===== src/rtl/ibrk_pkg.sv =====
package ibrk_pkg;
  localparam int unsigned CMP_W = 32;

  typedef enum logic [3:0] {
    RG_C0_CTL  = 4'd0,
    RG_C0_ADR  = 4'd1,
    RG_C0_AMSK = 4'd2,
    RG_C1_CTL  = 4'd3,
    RG_C1_ADR  = 4'd4,
    RG_C1_AMSK = 4'd5,
    RG_C1_DAT  = 4'd6,
    RG_C1_DMSK = 4'd7,
    RG_C1_CNT  = 4'd8,
    RG_MODE    = 4'd9,
    RG_STAT    = 4'd10
  } reg_idx_e;

  localparam int CTL_EN       = 0;
  localparam int CTL_POST     = 1;
  localparam int CTL_ASID_EN  = 2;
  localparam int CTL_DATA_EN  = 3;
  localparam int CTL_CNT_EN   = 4;
  localparam int CTL_ASID_LSB = 8;

  // Bits set in m are don't-care.
  function automatic logic masked_eq(input logic [CMP_W-1:0] a,
                                     input logic [CMP_W-1:0] b,
                                     input logic [CMP_W-1:0] m);
    return ((a ^ b) & ~m) == '0;
  endfunction
endpackage


===== src/rtl/ibrk_regs.sv =====
module ibrk_regs
  import ibrk_pkg::*;
#(
  parameter int REG_W = 32,
  parameter int CNT_W = 16,
  parameter int NCH   = 2
) (
  input  logic                      clk,
  input  logic                      rst_n,
  input  logic                      we,
  input  logic [3:0]                addr,
  input  logic [REG_W-1:0]          wdata,
  output logic [REG_W-1:0]          rdata,
  input  logic [NCH-1:0]            brk_vec,
  input  logic [CNT_W-1:0]          cnt_cur,
  output logic [NCH-1:0][REG_W-1:0] ctl_q,
  output logic [NCH-1:0][REG_W-1:0] adr_q,
  output logic [NCH-1:0][REG_W-1:0] amsk_q,
  output logic [REG_W-1:0]          dat_q,
  output logic [REG_W-1:0]          dmsk_q,
  output logic [REG_W-1:0]          mode_q,
  output logic [NCH-1:0]            stat_q,
  output logic                      cnt_load,
  output logic [CNT_W-1:0]          cnt_val
);
  logic [NCH-1:0] stat_clr;

  assign stat_clr = (we && addr == RG_STAT) ? wdata[NCH-1:0] : '0;
  assign cnt_load = we && (addr == RG_C1_CNT);
  assign cnt_val  = wdata[CNT_W-1:0];

  always_ff @(posedge clk or negedge rst_n) begin
    if (!rst_n) begin
      ctl_q  <= '0;
      adr_q  <= '0;
      amsk_q <= '0;
      dat_q  <= '0;
      dmsk_q <= '0;
      mode_q <= '0;
      stat_q <= '0;
    end else begin
      if (we) begin
        case (reg_idx_e'(addr))
          RG_C0_CTL:  ctl_q[0]  <= wdata;
          RG_C0_ADR:  adr_q[0]  <= wdata;
          RG_C0_AMSK: amsk_q[0] <= wdata;
          RG_C1_CTL:  ctl_q[1]  <= wdata;
          RG_C1_ADR:  adr_q[1]  <= wdata;
          RG_C1_AMSK: amsk_q[1] <= wdata;
          RG_C1_DAT:  dat_q     <= wdata;
          RG_C1_DMSK: dmsk_q    <= wdata;
          RG_MODE:    mode_q    <= wdata;
          default: ;
        endcase
      end
      stat_q <= (stat_q & ~stat_clr) | brk_vec;
    end
  end

  always_comb begin
    rdata = '0;
    case (reg_idx_e'(addr))
      RG_C0_CTL:  rdata = ctl_q[0];
      RG_C0_ADR:  rdata = adr_q[0];
      RG_C0_AMSK: rdata = amsk_q[0];
      RG_C1_CTL:  rdata = ctl_q[1];
      RG_C1_ADR:  rdata = adr_q[1];
      RG_C1_AMSK: rdata = amsk_q[1];
      RG_C1_DAT:  rdata = dat_q;
      RG_C1_DMSK: rdata = dmsk_q;
      RG_C1_CNT:  rdata = REG_W'(cnt_cur);
      RG_MODE:    rdata = mode_q;
      RG_STAT:    rdata = REG_W'(stat_q);
      default:    rdata = '0;
    endcase
  end
endmodule


===== src/rtl/ibrk_match.sv =====
module ibrk_match
  import ibrk_pkg::*;
#(
  parameter int ADDR_W = 32,
  parameter int ASID_W = 8,
  parameter int DATA_W = 32
) (
  input  logic              en,
  input  logic              asid_en,
  input  logic              data_en,
  input  logic [ADDR_W-1:0] ref_addr,
  input  logic [ADDR_W-1:0] addr_msk,
  input  logic [ASID_W-1:0] ref_asid,
  input  logic [DATA_W-1:0] ref_data,
  input  logic [DATA_W-1:0] data_msk,
  input  logic [ADDR_W-1:0] pc,
  input  logic [ASID_W-1:0] asid,
  input  logic [DATA_W-1:0] data,
  output logic              hit
);
  logic addr_ok, asid_ok, data_ok;

  assign addr_ok = masked_eq(CMP_W'(pc), CMP_W'(ref_addr), CMP_W'(addr_msk));
  assign asid_ok = !asid_en || (asid == ref_asid);
  assign data_ok = !data_en || masked_eq(CMP_W'(data), CMP_W'(ref_data), CMP_W'(data_msk));
  assign hit     = en && addr_ok && asid_ok && data_ok;
endmodule


===== src/rtl/ibrk_seqcnt.sv =====
module ibrk_seqcnt #(
  parameter int CNT_W = 16
) (
  input  logic             clk,
  input  logic             rst_n,
  input  logic             seq_mode,
  input  logic             hit0,
  input  logic             hit1,
  input  logic             cnt_en,
  input  logic             load,
  input  logic [CNT_W-1:0] load_val,
  output logic             fire0,
  output logic             fire1,
  output logic             armed,
  output logic [CNT_W-1:0] cnt
);
  logic ch1_ok, at_last;

  assign ch1_ok  = hit1 && (!seq_mode || armed);
  assign at_last = (cnt <= CNT_W'(1));
  assign fire0   = hit0 && !seq_mode;
  assign fire1   = ch1_ok && (!cnt_en || at_last);

  always_ff @(posedge clk or negedge rst_n) begin
    if (!rst_n) begin
      cnt   <= '0;
      armed <= 1'b0;
    end else if (load) begin
      cnt   <= load_val;
      armed <= 1'b0;
    end else begin
      if (ch1_ok && cnt_en && !at_last) cnt <= cnt - CNT_W'(1);
      if (seq_mode && hit0) armed <= 1'b1;
    end
  end
endmodule


===== src/rtl/ibrk_unit.sv =====
module ibrk_unit
  import ibrk_pkg::*;
#(
  parameter int ADDR_W = 32,
  parameter int ASID_W = 8,
  parameter int DATA_W = 32,
  parameter int CNT_W  = 16,
  parameter int REG_W  = 32
) (
  input  logic              clk,
  input  logic              rst_n,
  input  logic              insn_vld,
  input  logic [ADDR_W-1:0] insn_pc,
  input  logic [ASID_W-1:0] insn_asid,
  input  logic [DATA_W-1:0] insn_data,
  input  logic              reg_we,
  input  logic [3:0]        reg_addr,
  input  logic [REG_W-1:0]  reg_wdata,
  output logic [REG_W-1:0]  reg_rdata,
  output logic              retire_ok,
  output logic              brk_req,
  output logic              brk_chan
);
  localparam int NCH = 2;
  localparam int CHW = 1;

  logic [NCH-1:0][REG_W-1:0] ctl_q, adr_q, amsk_q;
  logic [REG_W-1:0]          dat_q, dmsk_q, mode_q;
  logic [NCH-1:0]            stat_q, hit_vec, fire_vec, post_sel, pre_vec, post_q, brk_vec;
  logic                      cnt_load, seq_mode, armed;
  logic [CNT_W-1:0]          cnt_val, cnt;

  ibrk_regs #(.REG_W(REG_W), .CNT_W(CNT_W), .NCH(NCH)) u_regs (
    .clk(clk), .rst_n(rst_n), .we(reg_we), .addr(reg_addr), .wdata(reg_wdata),
    .rdata(reg_rdata), .brk_vec(brk_vec), .cnt_cur(cnt),
    .ctl_q(ctl_q), .adr_q(adr_q), .amsk_q(amsk_q), .dat_q(dat_q), .dmsk_q(dmsk_q),
    .mode_q(mode_q), .stat_q(stat_q), .cnt_load(cnt_load), .cnt_val(cnt_val)
  );

  for (genvar gi = 0; gi < NCH; gi++) begin : g_ch
    logic m_hit;
    ibrk_match #(.ADDR_W(ADDR_W), .ASID_W(ASID_W), .DATA_W(DATA_W)) u_match (
      .en       (ctl_q[gi][CTL_EN]),
      .asid_en  (ctl_q[gi][CTL_ASID_EN]),
      .data_en  ((gi == 1) ? ctl_q[gi][CTL_DATA_EN] : 1'b0),
      .ref_addr (adr_q[gi][ADDR_W-1:0]),
      .addr_msk (amsk_q[gi][ADDR_W-1:0]),
      .ref_asid (ctl_q[gi][CTL_ASID_LSB +: ASID_W]),
      .ref_data (dat_q[DATA_W-1:0]),
      .data_msk (dmsk_q[DATA_W-1:0]),
      .pc       (insn_pc),
      .asid     (insn_asid),
      .data     (insn_data),
      .hit      (m_hit)
    );
    assign hit_vec[gi]  = insn_vld && m_hit;
    assign post_sel[gi] = ctl_q[gi][CTL_POST];
  end

  assign seq_mode = mode_q[0];

  ibrk_seqcnt #(.CNT_W(CNT_W)) u_seqcnt (
    .clk(clk), .rst_n(rst_n), .seq_mode(seq_mode),
    .hit0(hit_vec[0]), .hit1(hit_vec[1]), .cnt_en(ctl_q[1][CTL_CNT_EN]),
    .load(cnt_load), .load_val(cnt_val),
    .fire0(fire_vec[0]), .fire1(fire_vec[1]), .armed(armed), .cnt(cnt)
  );

  assign pre_vec   = fire_vec & ~post_sel;
  assign retire_ok = insn_vld && (pre_vec == '0);

  always_ff @(posedge clk or negedge rst_n) begin
    if (!rst_n) post_q <= '0;
    else        post_q <= fire_vec & post_sel & {NCH{retire_ok}};
  end

  assign brk_vec = pre_vec | post_q;
  assign brk_req = |brk_vec;

  always_comb begin
    brk_chan = 1'b0;
    for (int i = NCH - 1; i >= 0; i--)
      if (brk_vec[i]) brk_chan = CHW'(i);
  end
endmodule


===== config.mk =====
export PLATFORM = sky130hd
export DESIGN_NAME = ibrk_unit
export DESIGN_NICKNAME = d
export VERILOG_FILES = /design/src/rtl/ibrk_pkg.sv /design/src/rtl/ibrk_regs.sv /design/src/rtl/ibrk_match.sv /design/src/rtl/ibrk_seqcnt.sv /design/src/rtl/ibrk_unit.sv
export SDC_FILE = /design/constraint.sdc
export NUM_CORES = 1
export LEC_CHECK = 0
export ABC_AREA = 1
export BUFFER_PORTS_ARGS = -buffer_cell sky130_fd_sc_hd__buf_4
export CAP_MARGIN = 20
export CORE_ASPECT_RATIO = 1.25
export CORE_UTILIZATION = 45
export DETAILED_ROUTE_END_ITERATION = 8
export SLEW_MARGIN = 20
export SYNTH_ARGS = -nofsm -noshare
export SYNTH_HDL_FRONTEND = slang
export SYNTH_SLANG_ARGS = --single-unit

===== constraint.sdc =====
create_clock -name clk -period 2.4 [get_ports clk]
set_clock_uncertainty 0.1 [all_clocks]
set_input_delay 0.48 -clock clk [delete_from_list [all_inputs] [get_ports clk]]
set_output_delay 0.48 -clock clk [all_outputs]
set_load 0.005 [all_outputs]

## Word-level counts from Yosys, hierarchy flattened

Cells that the tools add are included.

| storage, ports and cells | value |
|---|---|
| register bits | 309 |
| logic and storage cells | 96 |
| output and inout bits | 35 |

| operators by class | value |
|---|---|
| muxes and demuxes | 8 |
| bitwise logic cells | 17 |
| magnitude comparators | 1 |
| equal/unequal tests | 12 |
| reduce and logical (&&, ||, !) cells | 44 |
| add/sub/neg operators | 1 |

Operator list:

| operator | count |
|---|---|
| 32-bit case mux with 11 select lines | 1 |
| 32-bit bitwise AND | 3 |
| 32-bit zero test | 3 |
| 32-bit inverter | 3 |
| 32-bit bitwise XOR | 3 |
| 16-bit 2-to-1 mux | 2 |
| 2-bit AND reduction | 9 |
| 4-bit by 3-bit == test with 1-bit output, second input constant | 4 |
| 8-bit == test | 2 |
| 16-bit by 1-bit <= comparator with 1-bit output, second input constant | 1 |
| 1-bit logical AND | 16 |
| 16-bit by 1-bit subtractor with 16-bit output, second input constant | 1 |
| 4-bit == test, second input constant | 3 |
| 2-bit bitwise AND | 4 |
| 4-bit by 2-bit == test with 1-bit output, second input constant | 2 |
| 1-bit zero test | 6 |
| 1-bit logical OR | 5 |
| 4-bit by 1-bit == test with 1-bit output, second input constant | 1 |
| 4-bit zero test | 1 |
| 1-bit 2-to-1 mux | 4 |
| 2-bit inverter | 2 |
| 2-bit OR | 2 |
| 2-bit nonzero test | 2 |
| 2-bit zero test | 1 |
| other kinds (2) | 2 |

## Longest topological paths before layout

| logic depth | value |
|---|---|
| depth after elaboration | 13 |
| depth in mapped cells | 14 |

## Cells and area by module

A second synthesis with hierarchy kept.

| second synthesis, totals | value |
|---|---|
| cells, all modules | 2561 |
| area total of the unflattened synthesis | 17635.7 µm² |

By module, submodules not included:

| module | cells an instance | times used | area each (µm²) |
|---|---|---|---|
| ibrk_regs | 1666 | 1 | 13238.9 |
| ibrk_match | 332 | 2 | 1472.7 |
| ibrk_seqcnt | 208 | 1 | 1297.5 |
| ibrk_unit | 23 | 1 | 153.9 |

## Worst setup path after synthesis

No wires, ideal clock.

| timing | value |
|---|---|
| kind | input port to output port |
| start point | input reg_addr[1] |
| end point | output reg_rdata[18] |
| required time | 1.820 ns |
| slack | 0.253 ns |
| stages on the path | 8 |
| data arrival time | 1.567 ns |
| buffers on the path | 1 |
| cells stage by stage | inv_1 > nand2_1 > nor2_2 > clkinv_1 > clkbuf_1 > o22ai_1 > a21oi_1 > nand4_1 |

| on the way | value |
|---|---|
| cells in the longest elaborated chain, start to end | 2 |
| elaborated cells between the ends (all ways) | 12 |
| those cells by class | eq/ne: 10; mux: 1; reduce/logical: 1 |

Ends and longest elaborated chain:

| element | line | source |
|---|---|---|
| start, declared | ibrk_unit.sv:17 | `input logic [3:0] reg_addr,` |
| 4-bit == test (tied with other cells) | ibrk_regs.sv:62 | `case (reg_idx_e'(addr))` |
| 32-bit case mux with 11 select lines * | ibrk_regs.sv:62 |  |
| end, declared | ibrk_unit.sv:19 | `output logic [REG_W-1:0] reg_rdata,` |

Mark *: on every way between the ends. The rest lies on a longest branch, timed or not.

## Worst setup path after layout

| timing | value |
|---|---|
| start point | register u_regs.adr_q[50] in the netlist's numbering |
| end point | output brk_chan |

| on the way | value |
|---|---|
| cells in the longest elaborated chain, start to end | 13 |

Ends and longest elaborated chain:

| element | line | source |
|---|---|---|
| start, declared | ibrk_regs.sv:17 | `output logic [NCH-1:0][REG_W-1:0] adr_q,` |
| 32-bit bitwise XOR | ibrk_pkg.sv:29 | `return ((a ^ b) & ~m) == '0;` |
| 32-bit bitwise AND | ibrk_pkg.sv:29 |  |
| 32-bit zero test | ibrk_pkg.sv:29 |  |
| 1-bit logical AND (3 in series) | ibrk_match.sv:26 | `assign hit = en && addr_ok && asid_ok && data_ok;` |
| 1-bit logical AND | ibrk_unit.sv:56 | `assign hit_vec[gi] = insn_vld && m_hit;` |
| 1-bit logical AND | ibrk_seqcnt.sv:19 | `assign ch1_ok = hit1 && (!seq_mode \|\| armed);` |
| 1-bit logical AND | ibrk_seqcnt.sv:22 | `assign fire1 = ch1_ok && (!cnt_en \|\| at_last);` |
| 2-bit bitwise AND | ibrk_unit.sv:69 | `assign pre_vec = fire_vec & ~post_sel;` |
| 2-bit OR | ibrk_unit.sv:77 | `assign brk_vec = pre_vec \| post_q;` |
| 1-bit 2-to-1 mux (2 in series) | ibrk_unit.sv:83 | `if (brk_vec[i]) brk_chan = CHW'(i);` |
| end, declared | ibrk_unit.sv:22 | `output logic brk_chan` |

Every way passes these cells.

==> flow_summary.ini <==
[drt]
drt_first_pass_iters = 5
via_per_inst = 5.562
ant_nets = 0
vias = 16487
dr.first_iter.drc_count = 1578
drc = 0
finalWirelength_mm = 62.55
wl_per_cell_um = 21.10

[global_routing]
grt_pass1_wl_mm = 94.09
grt_max_degree = 62
grt_pass1_vias = 16174
grtUsageTotal_pct = 35.36
antenna_found_initial = 0
grt-ovfl-total = 0

[worst_setup_path]
worstPathMaxFanout = 4
cp_data_arrival_time_ns = 2.33
rr_endpoint = u_seqcnt.armed
path_class = register to output pin
critPathLaunchType = register
worst_r2r_path_depth = 19
end_kind = output pin
r2r-start = u_regs.adr_q[27]
crit_top_cell = nor2_4
critPathMaxStageDelay_ns = 0.40
worstPathCellList = inv_2, nand2_1, nand3b_1, buf_4, nand2_4, nor2_4, nand2_2, nor2_4, nand2_2, nor2_4, nand4_1, buf_6, a21oi_2, buf_4
cp.required_ns = 1.82
reg2reg_slack_ns = -0.05
slowest_stage = dfrtp_1

[yosys]
yosys.area_share.xor_xnor_pct = 1.340
synth.distinct_cells = 36
yosys.area_share.simple_pct = 24.61
yosysSeqAreaShare_pct = 49.28
synthMuxAreaShare_pct = 0
synthesis.nets = 2186
ys_ff_latch = 309
yosys_warnings = 0
syn_area_um2 = 15690
synth_compound_area_share_pct = 17.30
syn_inst = 2072
postSynthAreaPerCell_um2 = 7.572
synth_top_family_by_area = simple AND/OR/NAND/NOR gates
synthAdderAreaFrac_pct = 0.1595

[timing]
fin_crit_ns = 2.913
setup_viol = 41
rsz0062_at_grt = true
fmax_mhz = 343.3
hold_ws_ns = 0.1736
setup_slack_ns = -0.5126
worst_pin_slew_ns = 0.5721
slew_viol_final = 0
min_period_over_period_pct = 121.4
finalHoldViolations = 0
slew_headroom_pct = 61.86

[clocking]
h-tree-depth = 2
cts_sinks = 309
worstSkewPairLatency_ns = 0.53
path_clk_slew_ns = 0.06
ctsRootBufferMaster = clkbuf_16
cts.path.max_buffers = 3
cts_made_buffers = 35
cts_tree = done

[cells_and_area]
nets = 2586
drive_gt1_share_pct = 29.61
seqCellArea_um2 = 7735
final_cell_mix = nand2_1 (622), buf_4 (358), o21ai_0 (322), dfrtp_1 (307), inv_1 (187)
final_cell_area_um2 = 22460
final_common_cell = nand2_1
syn_to_final_growth_pct = 43.14
multi_input_comb_area_um2 = 7993
diodes = 0
nFillCells = 2955

[die]
die-area_um2 = 35620
fp-row-count = 76
core-area_um2 = 34420
initial_core_util_pct = 45.58
die_y_um = 210.8
io_pins = 147
fp.dieW_um = 169.0

[pwr]
p_total_mw = 18.31
p_leak_nw = 10.96
irDropWorstVdd_uv = 584.3
power_density_nw_per_um2 = 815.0

[place]
place.gp.congestion = 0.9431
io_buffer_count = 146
placed_area_um2 = 19150
hpwl_mm = 42.06

[min_path]
hp-class = primary input to register
whs_endpoint = u_seqcnt.cnt[8]
hold_path_depth = 5
hp-start = reg_wdata[8]

[run_status]
violations = setup timing
outcome = finished, violations left

[run]
drv_cap = 0
worst max-delay path by stage:
| stage | from | end | depth (start not counted) |
|---|---|---|---|
| floorplan | reg_addr[1] | reg_rdata[18] | 8 |
| global placement | insn_pc[11] | retire_ok | 16 |
| detailed placement | insn_pc[11] | retire_ok | 16 |
| CTS | u_regs.adr_q[50] | retire_ok | 13 |
| global route | u_regs.adr_q[50] | brk_chan | 14 |
| finish | u_regs.adr_q[50] | brk_chan | 14 |
power breakdown:
group	internal (mW)	switching, mW	leakage (nW)
Combinational	2.42	3.00	6.44
Sequential	6.32	0.920	3.93
Clock	3.44	2.20	0.588
Total	12.2	6.11	11.0
worst max-delay path: cells and delay by family, from the launching register on:
family	cells	cell delay (ns)
DFF	1	0.40
and+or+nand+nor	9	0.83
buffers and inverters	4	0.45
AOI/OAI and AO/OA	1	0.10
layer usage:
layer | up-vias | GRT usage, % | part of all wire, %
met2 | 703 | 59.68 | 49
met5 | - | 0 | 0
met3 | 181 | 5.040 | 6.5
met4 | 0 | 18.11 | 5.3
met1 | 7985 | 44.19 | 39
li1 | 7618 | - | -
state kept, by name, summed over array words and instances, names as in the netlist:
register        count
u_regs.dmsk_q      32
post_q              2
u_regs.ctl_q       64
u_seqcnt.armed      1
u_seqcnt.cnt       16
u_regs.adr_q       64
u_regs.stat_q       2
u_regs.amsk_q      64
u_regs.dat_q       32
u_regs.mode_q      32
cell type report:
type                            count  area share [%]
Clock buffer                       55           4.869
Clock inverter                      6          0.4791
Inverter                          215           3.760
Multi-Input combinational cell   1463           35.59
Sequential cell                   309           34.44
Tap cell                          468           2.607
Timing Repair Buffer              448           18.26
logic make-up (layout without fill, tap and decap cells):
logic type / count (synthesis) / in the layout
and+or+nand+nor: 945 / 946
DFF: 309 / 309
adders and majority gates: 2 / 2
xor gates and xnor gates: 24 / 24
AOI/OAI and AO/OA: 491 / 491
buffers and inverters: 301 / 724
metrics by stage:
step | TNS [ns] | setup WS, ns | cells | utilization (%)
after floorplan | 0 | 0.2532 | 2072 | -
after global placement | -5.337 | -0.4294 | 2831 | 55.64
after detailed placement | -5.817 | -0.4363 | 2831 | 55.64
after CTS | -2.796 | -0.5194 | 2960 | 63.35
after global routing | -6.350 | -0.6556 | 2964 | 65.24
final | -2.702 | -0.5126 | 2964 | 65.24
cell usage after synthesis:
cell type,number,share of area [%]
ha_1,2,0.16
nor3_2,1,0.064
xor2_1,7,0.39
a221oi_1,50,2.8
nor2_4,1,0.072
inv_2,5,0.12
nand3b_4,1,0.13
nand3b_1,7,0.33
clkbuf_1,79,1.9
o22ai_1,36,1.4
dfrtp_1,309,49
nand2_1,675,16
inv_1,209,5.0
o21ai_1,3,0.096
a22oi_1,1,0.048
nor3_1,2,0.064
nand3_2,1,0.064
a22o_1,3,0.17
xnor2_1,17,0.95
or2_2,2,0.080
buf_1,1,0.024
nand2_4,1,0.072
or2_0,2,0.080
or2_1,5,0.20
nand4_1,40,1.6
nor2_2,5,0.20
o2111ai_1,2,0.11
buf_2,5,0.16
nor2_1,121,2.9
a31oi_1,2,0.080
a21oi_1,51,1.6
buf_8,1,0.096
nor3b_1,2,0.096
o21ai_0,343,11
clkinv_1,1,0.024
nand3_1,79,2.5
timing repair:
action | in CTS | in global routing
endpoints found under the hold margin | 39 | 0
cloned | 7 | 2
endpoints found under the setup margin | 35 | 44
hold buffers | 1 | 0
setup buffers | 61 | 20
pin swaps | 64 | 78
resized for setup | 201 | 158
Note: power is estimated with default switching activity, not from simulation.
